### src/rtl/evsched_pkg.sv
`timescale 1ns/1ps
package evsched_pkg;
    parameter int unsigned EVS_NQ         = 8;
    parameter int unsigned EVS_NLVL       = 8;
    parameter int unsigned EVS_PW         = 3;
    parameter int unsigned EVS_PERIOD_W   = 8;
    parameter int unsigned EVS_PERIOD_RST = 100;
endpackage

### src/rtl/evsched_qsel.sv
`timescale 1ns/1ps
// Stage one: best connection priority, round-robin among ties.
module evsched_qsel #(
    parameter int unsigned NQ = evsched_pkg::EVS_NQ,
    parameter int unsigned PW = evsched_pkg::EVS_PW,
    localparam int unsigned QW = (NQ > 1) ? $clog2(NQ) : 1
) (
    input  logic [NQ-1:0]    elig_i,
    input  logic [NQ*PW-1:0] prio_i,
    input  logic [QW-1:0]    last_i,
    output logic             any_o,
    output logic [QW-1:0]    sel_o
);
    logic [PW-1:0] best;
    logic [NQ-1:0] cand;
    logic          found;

    always_comb begin
        best = '1;
        for (int q = 0; q < NQ; q++) begin
            if (elig_i[q] && (prio_i[q*PW +: PW] < best)) begin
                best = prio_i[q*PW +: PW];
            end
        end
        for (int q = 0; q < NQ; q++) begin
            cand[q] = elig_i[q] && (prio_i[q*PW +: PW] == best);
        end
    end

    always_comb begin
        sel_o = last_i;
        found = 1'b0;
        for (int k = 1; k <= NQ; k++) begin
            int idx;
            idx = (int'(last_i) + k) % NQ;
            if (!found && cand[idx]) begin
                sel_o = QW'(idx);
                found = 1'b1;
            end
        end
        any_o = |elig_i;
    end
endmodule

### src/rtl/evsched_lsel.sv
`timescale 1ns/1ps
// Stage two: best occupied level, or the next one when starvation fires.
module evsched_lsel #(
    parameter int unsigned NLVL = evsched_pkg::EVS_NLVL,
    localparam int unsigned LW = (NLVL > 1) ? $clog2(NLVL) : 1
) (
    input  logic [NLVL-1:0] occ_i,
    input  logic            starve_i,
    output logic [LW-1:0]   lvl_o
);
    logic [LW-1:0] prim;
    logic [LW-1:0] alt;
    logic          has_prim;
    logic          has_alt;

    always_comb begin
        prim     = '0;
        alt      = '0;
        has_prim = 1'b0;
        has_alt  = 1'b0;
        for (int l = 0; l < NLVL; l++) begin
            if (occ_i[l]) begin
                if (!has_prim) begin
                    prim     = LW'(l);
                    has_prim = 1'b1;
                end else if (!has_alt) begin
                    alt      = LW'(l);
                    has_alt  = 1'b1;
                end
            end
        end
        lvl_o = (starve_i && has_alt) ? alt : prim;
    end
endmodule

### src/rtl/evsched_starve.sv
`timescale 1ns/1ps
// Grant counter that marks every Nth grant as a starvation pick.
module evsched_starve #(
    parameter int unsigned PERIOD_W   = evsched_pkg::EVS_PERIOD_W,
    parameter int unsigned PERIOD_RST = evsched_pkg::EVS_PERIOD_RST
) (
    input  logic                clk_i,
    input  logic                rst_ni,
    input  logic                wr_i,
    input  logic [PERIOD_W-1:0] val_i,
    input  logic                grant_i,
    output logic                fire_o
);
    typedef struct packed {
        logic [PERIOD_W-1:0] period;
        logic [PERIOD_W-1:0] cnt;
    } st_t;

    st_t st_d, st_q;
    logic [PERIOD_W:0] cnt_inc;

    always_comb begin
        st_d    = st_q;
        cnt_inc = (PERIOD_W+1)'(st_q.cnt) + (PERIOD_W+1)'(1);
        fire_o  = cnt_inc >= (PERIOD_W+1)'(st_q.period);
        if (wr_i) begin
            st_d.period = val_i;
            st_d.cnt    = '0;
        end else if (grant_i) begin
            st_d.cnt = fire_o ? '0 : cnt_inc[PERIOD_W-1:0];
        end
    end

    always_ff @(posedge clk_i) begin
        if (!rst_ni) begin
            st_q.period <= PERIOD_W'(PERIOD_RST);
            st_q.cnt    <= '0;
        end else begin
            st_q <= st_d;
        end
    end
endmodule

### src/rtl/evsched_two_level.sv
`timescale 1ns/1ps
module evsched_two_level #(
    parameter int unsigned NQ         = evsched_pkg::EVS_NQ,
    parameter int unsigned NLVL       = evsched_pkg::EVS_NLVL,
    parameter int unsigned PW         = evsched_pkg::EVS_PW,
    parameter int unsigned PERIOD_W   = evsched_pkg::EVS_PERIOD_W,
    parameter int unsigned PERIOD_RST = evsched_pkg::EVS_PERIOD_RST,
    localparam int unsigned QW = (NQ > 1) ? $clog2(NQ) : 1,
    localparam int unsigned LW = (NLVL > 1) ? $clog2(NLVL) : 1
) (
    input  logic                clk_i,
    input  logic                rst_ni,
    input  logic                ready_i,
    input  logic [NQ-1:0]       conn_en_i,
    input  logic [NQ*PW-1:0]    qprio_i,
    input  logic [NQ*NLVL-1:0]  occ_i,
    input  logic                period_wr_i,
    input  logic [PERIOD_W-1:0] period_i,
    output logic                grant_vld_o,
    output logic [QW-1:0]       grant_q_o,
    output logic [LW-1:0]       grant_lvl_o
);
    typedef struct packed {
        logic          vld;
        logic [QW-1:0] q;
        logic [LW-1:0] lvl;
        logic [QW-1:0] last;
    } st_t;

    st_t st_d, st_q;

    logic [NQ-1:0]   elig;
    logic            any_elig;
    logic [QW-1:0]   q_sel;
    logic [NLVL-1:0] occ_sel;
    logic [LW-1:0]   lvl_sel;
    logic            grant;
    logic            starve;

    for (genvar q = 0; q < NQ; q++) begin : g_elig
        assign elig[q] = conn_en_i[q] && (|occ_i[q*NLVL +: NLVL]);
    end

    evsched_qsel #(.NQ(NQ), .PW(PW)) u_qsel (
        .elig_i (elig),
        .prio_i (qprio_i),
        .last_i (st_q.last),
        .any_o  (any_elig),
        .sel_o  (q_sel)
    );

    assign occ_sel = occ_i[q_sel*NLVL +: NLVL];

    evsched_lsel #(.NLVL(NLVL)) u_lsel (
        .occ_i    (occ_sel),
        .starve_i (starve),
        .lvl_o    (lvl_sel)
    );

    evsched_starve #(.PERIOD_W(PERIOD_W), .PERIOD_RST(PERIOD_RST)) u_starve (
        .clk_i   (clk_i),
        .rst_ni  (rst_ni),
        .wr_i    (period_wr_i),
        .val_i   (period_i),
        .grant_i (grant),
        .fire_o  (starve)
    );

    always_comb begin
        grant    = ready_i && any_elig;
        st_d     = st_q;
        st_d.vld = grant;
        if (grant) begin
            st_d.q    = q_sel;
            st_d.lvl  = lvl_sel;
            st_d.last = q_sel;
        end
    end

    always_ff @(posedge clk_i) begin
        if (!rst_ni) begin
            st_q.vld  <= 1'b0;
            st_q.q    <= '0;
            st_q.lvl  <= '0;
            st_q.last <= QW'(NQ - 1);
        end else begin
            st_q <= st_d;
        end
    end

    assign grant_vld_o = st_q.vld;
    assign grant_q_o   = st_q.q;
    assign grant_lvl_o = st_q.lvl;
endmodule

### config.mk
export PLATFORM = sky130hd
export DESIGN_NAME = evsched_two_level
export DESIGN_NICKNAME = d
export VERILOG_FILES = /design/src/rtl/evsched_pkg.sv /design/src/rtl/evsched_qsel.sv /design/src/rtl/evsched_lsel.sv /design/src/rtl/evsched_starve.sv /design/src/rtl/evsched_two_level.sv
export SDC_FILE = /design/constraint.sdc
export NUM_CORES = 1
export LEC_CHECK = 0
export BUFFER_PORTS_ARGS = -buffer_cell sky130_fd_sc_hd__buf_2
export CORE_UTILIZATION = 51
export CTS_BUF_LIST = sky130_fd_sc_hd__clkbuf_16
export DETAILED_ROUTE_END_ITERATION = 10
export GPL_ROUTABILITY_DRIVEN = 0
export PLACE_DENSITY = 0.86
export SETUP_SLACK_MARGIN = 0.5
export SYNTH_ARGS = -nofsm -noshare
export SYNTH_HDL_FRONTEND = slang
export SYNTH_HIERARCHICAL = 1
export SYNTH_SLANG_ARGS = --single-unit
### constraint.sdc
create_clock -name clk_i -period 14.2 [get_ports clk_i]
set_input_delay 2.84 -clock clk_i [delete_from_list [all_inputs] [get_ports clk_i]]
set_output_delay 2.84 -clock clk_i [all_outputs]
set_load 0.02 [all_outputs]
# Word level (Yosys, flattened, before mapping)
# Index checks and enable logic that the tools add are counted.
[op_classes]
n_addsub = 9
shifts = 1
eq_ne = 8
bitwise = 1
reduce_logical = 50
muxes = 96
n_lt_le_gt_ge = 17
[op_table]
columns = ["op", "count"]
rows = [
  ["3-bit 2-to-1 mux", 49],
  ["8-bit OR reduction", 9],
  ["64-bit by 7-bit variable part select with 8-bit output", 1],
  ["1-bit 2-to-1 mux", 38],
  ["1-bit logical AND", 33],
  ["3-bit by 4-bit < comparator with 1-bit output (second input constant)", 8],
  ["1-bit binary-select mux with 3-bit select", 8],
  ["3-bit equality test", 8],
  ["3-bit < comparator", 7],
  ["3-bit adder (second input constant)", 4],
  ["8-bit by 1-bit adder with 9-bit output (second input constant)", 1],
  ["9-bit by 8-bit >= comparator with 1-bit output", 1],
  ["8-bit 2-to-1 mux", 1],
  ["1-bit logical NOT", 7],
  ["3-bit by 1-bit adder with 3-bit output (second input constant)", 2],
  ["3-bit by 2-bit adder with 3-bit output (second input constant)", 2],
  ["3-bit < comparator (second input constant)", 1],
  ["2-bit OR reduction", 1],
  ["1-bit inverter", 1],
]
[word_totals]
output_inout_bits = 7
reg_bits = 26
in_bits = 108

# Longest topological paths before layout
[depth]
word_depth = 74
depth_mapped = 57

# Modules after synthesis
# Netlist, hierarchy kept.
[modules_own_cells]
columns = ["mod", "area_per_inst_um2", "cells_per_inst", "n_inst", "seq_area_each_um2"]
rows = [
  ["evsched_qsel", 2528.7, 352, 1, 0.0],
  ["evsched_two_level", 1148.6, 98, 1, 200.2],
  ["evsched_starve", 950.9, 108, 1, 320.3],
  ["evsched_lsel", 486.7, 69, 1, 0.0],
]

# Worst setup path after synthesis
# No wires, ideal clock.
[synth_path]
path_type = "input port to flip-flop"
start = "in occ_i[3]"
end = "reg st_q (netlist bit grant_lvl_o[2])"
path_buffers = 5
path_stages = 55
arrival_ns = 13.359
path_slack_ns = 0.727
path_cell_list = "nor4_1 > a21boi_0 > nand2b_2 > clkinv_1 > ha_1 > o221ai_2 > o211ai_2 > o2111a_1 > o21ai_1 > o221ai_1 > nand2_1 > a31o_2 > a22o_1 > inv_1 > ha_1 > o21a_1 > or2_2 > buf_1 > [19 not listed] > nand4b_1 > or4b_4 > or3b_1 > xnor2_1 > buf_6 > buf_12 > mux4_1 > mux2_2 > inv_1 > ha_1 > buf_4 > nand2b_4 > or4_4 > maj3_2 > o21ai_4 > mux2_4 > and3_1 > o21a_1"
[synth_via]
elab_chain_cells = 74
elab_cells_between_ends = 142
cone_classes = "order compare (7); eq/ne (8); shift (1); mux (91); reduce/logical (35)"
[synth_rtl]
columns = ["item", "line", "source"]
rows = [
  ["start: declaration", "evsched_two_level.sv:16", "input logic [NQ*NLVL-1:0] occ_i,"],
  ["8-bit OR reduction *", "evsched_two_level.sv:41", "assign elig[q] = conn_en_i[q] && (|occ_i[q*NLVL +: NLVL]);"],
  ["1-bit logical AND *", "evsched_two_level.sv:41", ""],
  ["net elig[0]", "evsched_two_level.sv:32", "logic [NQ-1:0] elig;"],
  ["1-bit logical AND", "evsched_qsel.sv:21", "if (elig_i[q] && (prio_i[q*PW +: PW] < best)) begin"],
  ["3-bit 2-to-1 mux", "evsched_qsel.sv:21", ""],
  ["3-bit < comparator", "evsched_qsel.sv:21", ""],
  ["1-bit logical AND", "evsched_qsel.sv:21", ""],
  ["3-bit 2-to-1 mux", "evsched_qsel.sv:21", ""],
  ["[44 not listed]", "--", ""],
  ["net q_sel[0]", "evsched_two_level.sv:34", "logic [QW-1:0] q_sel;"],
  ["[1 not listed]", "--", ""],
  ["net occ_sel[0]", "evsched_two_level.sv:35", "logic [NLVL-1:0] occ_sel;"],
  ["[15 not listed]", "--", ""],
  ["3-bit 2-to-1 mux", "evsched_lsel.sv:26", "end else if (!has_alt) begin"],
  ["3-bit 2-to-1 mux", "evsched_lsel.sv:23", "if (!has_prim) begin"],
  ["3-bit 2-to-1 mux", "evsched_lsel.sv:22", "if (occ_i[l]) begin"],
  ["3-bit 2-to-1 mux", "evsched_lsel.sv:26", ""],
  ["3-bit 2-to-1 mux", "evsched_lsel.sv:23", ""],
  ["3-bit 2-to-1 mux", "evsched_lsel.sv:22", ""],
  ["3-bit 2-to-1 mux *", "evsched_lsel.sv:32", "lvl_o = (starve_i && has_alt) ? alt : prim;"],
  ["net lvl_sel[2]", "evsched_two_level.sv:36", "logic [LW-1:0] lvl_sel;"],
  ["end signal: assignment", "evsched_two_level.sv:87", "st_q <= st_d;"],
  ["end: declaration", "evsched_two_level.sv:30", "st_t st_d, st_q;"],
]
# The timed path passes the listed nets; every way through them passes the cells marked *. The select of a mux whose other input is x is not followed.
# A chain may end at the register's enable or synchronous reset.

# Worst setup path in the final report
[layout_path]
start = "in occ_i[4]"
end = "reg st_q (netlist bit grant_lvl_o[2])"
# Same word-level chain as after synthesis.

==> impl_metrics.py <==
metrics = {
    "timing": {
        "period_needed_ns": 13.41,
        "max_slew_margin_pct": 33.88,
        "rsz0062_at_grt": "false",
        "setup_slack_ns": 0.7851,
        "max_freq_ghz": 0.07454,
        "worst_slew_pin_slew_ns": 0.9830,
        "period_share_pct": 94.47,
        "fin_skew_ns": 0.005097,
        "setup_viol": 0,
        "hold_slack_ns": 0.4852,
        "hold_viol": 0,
        "slew_violations": 0,
    },
    "finish": {
        "final_common_cell": "buf_2",
        "multi_input_area_mm2": 0.004464,
        "final_nets": 872,
        "syn_to_final_growth_pct": 21.31,
        "fillers": 787,
        "instances_no_fill": 875,
        "final_cell_mix": "buf_2, nand2_1, inv_1",
        "seq_area_um2": 520.5,
        "final_area_mm2": 0.006205,
        "drive_gt1_share_pct": 33.60,
    },
    "drt": {
        "vias_per_cell": 6.831,
        "firstDrtPassIters": 6,
        "wl_um": 16740,
        "antenna_left": 0,
        "drc": 0,
        "dr_total_vias": 5977,
        "drt_iter0_markers": 642,
        "wl_per_cell_um": 19.13,
    },
    "global_routing": {
        "grtUsageTotal_pct": 30.23,
        "antenna_found_initial": 1,
        "grt_pass1_vias": 5459,
        "grt_pass1_wl_um": 25410,
        "globalRouteOverflowTotal": 0,
        "grt_max_degree": 20,
    },
    "setup_path": {
        "endpoint_kind": "flip-flop",
        "path_max_fanout": 8,
        "r2r_slack_ns": 7.15,
        "critPathMostFrequentCell": "mux2_4",
        "critical_path_arrival_ns": 13.56,
        "rr_worst_depth": 23,
        "cp_slowest_cell": "mux4_1",
        "cp.required_ns": 14.35,
        "cp-start-kind": "input pin",
        "crit_type": "input pin to flip-flop",
        "r2r-start": "st_q[0]",
        "max_stage_delay_ns": 0.57,
        "reg2reg_to": "grant_lvl_o[2]",
    },
    "floorplanning": {
        "die_h_um": 102.1,
        "start_util_pct": 52.57,
        "die_w_um": 102.1,
        "die_area_mm2": 0.01043,
        "io_pins": 115,
        "core_area_mm2": 0.009729,
        "rows": 36,
    },
    "synthesis": {
        "synth_seq_area_share_pct": 10.18,
        "synth.avg_cell_area_um2": 8.158,
        "synth_top_area_share_pct": 10.18,
        "syn_area_mm2": 0.005115,
        "synth-edff-count": 0,
        "yosys-top-cells-area": "dfxtp_1, mux4_1, ha_1, nand2_1, mux2i_1",
        "synth_cell_types": 113,
        "netlist_instances": 627,
        "async_flop_share_pct": 0,
        "yosys_warnings": 6,
        "ys.flop_type": "dfxtp_1",
        "yosysTopAreaCell": "dfxtp_1",
        "synth_seq_cells": 26,
        "syn_nets": 756,
    },
    "power_and_ir_drop": {
        "power_mw": 1.523,
        "p_clk_share_pct": 3.9,
        "p_int_uw": 739.6,
        "ir_worst_vdd_uv": 199.2,
        "p_leak_nw": 2.627,
        "p_seq_share_pct": 6.6,
        "p_sw_share_pct": 51.43,
        "switching_power_uw": 783.0,
        "powerDensity_mw_per_mm2": 245.4,
        "comb_power_share_pct": 89.5,
    },
    "cts": {
        "cts-root-buf": "clkbuf_16",
        "clockBufferDepth": 2,
        "cts_sinks": 26,
        "cts_buffers": 3,
        "h-tree-depth": 1,
        "worstSkewPairLatency_ns": 0.25,
        "clkSlewWorstSetupHoldPaths_ns": 0.06,
        "cts_tree": "yes",
    },
    "min_path": {
        "min_to": "u_starve/st_q[10]",
        "hold_class": "flip-flop to flip-flop",
        "holdPathStages": 2,
        "min_from": "u_starve/st_q[10]",
    },
    "place": {
        "dp_cells": 855,
        "place_area_mm2": 0.005774,
        "portBuffers": 114,
        "dp_slack_ns": -0.03576,
        "dp_hpwl_um": 12810,
    },
    "run_status": {
        "status": "completed",
    },
    "job": {
        "max-cap-violations": 0,
    },
}
## layout make-up
class                   instances  area share [%]
diodes                          1         0.04033
clock buffers                   3           1.210
inverters                      40           2.480
multi-input cells             526           71.95
flip-flops and latches         26           8.389
well taps                     133           2.682
repair buffers                146           13.25
## cell usage after synthesis (all sizes together), types with 4 or more instances
master and n:
a211oi 8, a21bo 4, a21boi 19, a21o 7
a21oi 24, a221oi 6, a311oi 4, a31oi 10
a41oi 4, and2 4, and3 10, buf 21
clkbuf 15, dfxtp 26, ha 21, inv 38
mux2 17, mux2i 17, mux4 18, nand2 50
nand2b 17, nand3 20, nand4 6, nor2 26
nor2b 19, nor3 19, nor4 21, o2111ai 6
o211ai 16, o21a 10, o21ai 31, o22ai 8
o311ai 6, o31a 5, o31ai 4, or3 6
xnor2 16, xor2 12
## logic make-up (layout without fill, tap and decap cells)
| kind of cell | count (synthesis) | in the layout | synth area share [%] |
|---|---|---|---|
| AND/OR/NAND/NOR | 221 | 221 | 24.32 |
| AO/OA/AOI/OAI | 202 | 203 | 31.87 |
| buffers and inverters | 76 | 189 | 7.094 |
| multiplexers | 52 | 52 | 16.39 |
| XOR/XNOR | 28 | 28 | 4.794 |
| flip-flops | 26 | 26 | 10.18 |
| adder cells (fa/ha/maj) | 22 | 22 | 5.357 |
| other | 0 | 1 | 0 |
## worst max-delay path: cells and delay by family
kind | cells | cell delay, ns
xor+xnor | 1 | 0.15
buf+inv | 6 | 0.68
fa+ha+maj | 5 | 1.29
compound gates | 16 | 3.22
mux | 4 | 1.50
simple gates | 19 | 3.86
## state kept, by name, summed over array words and instances (netlist names)
register,cells
grant_lvl_o,3
u_starve/st_q,16
st_q,3
grant_q_o,3
grant_vld_o,1
## per-layer routing
metal  GRT usage, %  part of all wire [%]  vias up
met5              0                     0        -
met4          11.32                   3.7        0
met3          4.104                    10       80
met2          54.31                    48      417
met1          36.50                    38     2807
li1               -                     -     2673
## worst max-delay path by stage
| stage | startpoint | endpoint | slack, ns |
|---|---|---|---|
| 3_5_place_dp | occ_i[7] | grant_lvl_o[2] | -0.04 |
| 3_3_place_gp | occ_i[7] | grant_lvl_o[2] | 0.40 |
| 5_1_grt | occ_i[4] | grant_lvl_o[2] | 0.46 |
| 4_1_cts | occ_i[7] | grant_lvl_o[2] | 0.52 |
| 2_1_floorplan | occ_i[3] | grant_lvl_o[2] | 0.73 |
| 6_report | occ_i[4] | grant_lvl_o[2] | 0.79 |
## power by group through the flow
stage,Sequential [mW],Combinational (mW),Clock [mW]
floorplan,0.0898,1.01,0
global placement,0.101,1.18,0
detailed placement,0.102,1.23,0
CTS,0.100,1.24,0.0611
global route,0.103,1.44,0.0636
finish,0.101,1.36,0.0595
## what timing repair did
action | in CTS | in global routing
endpoints found under the hold margin | 0 | 0
gates resized for setup | 8 | 43
gates cloned | 0 | 2
buffers inserted | 0 | 14
hold buffers | 0 | 0
pin swaps | 0 | 12
endpoints found under the setup margin | 3 | 3
## through the flow
stage / util, % / setup TNS (ns)
floorplan: - / 0
global placement: 59.35 / 0
detailed placement: 59.35 / -0.03576
CTS: 60.44 / 0
global route: 63.77 / 0
finish: 63.77 / 0
Note: power is estimated with default switching activity, not from simulation.
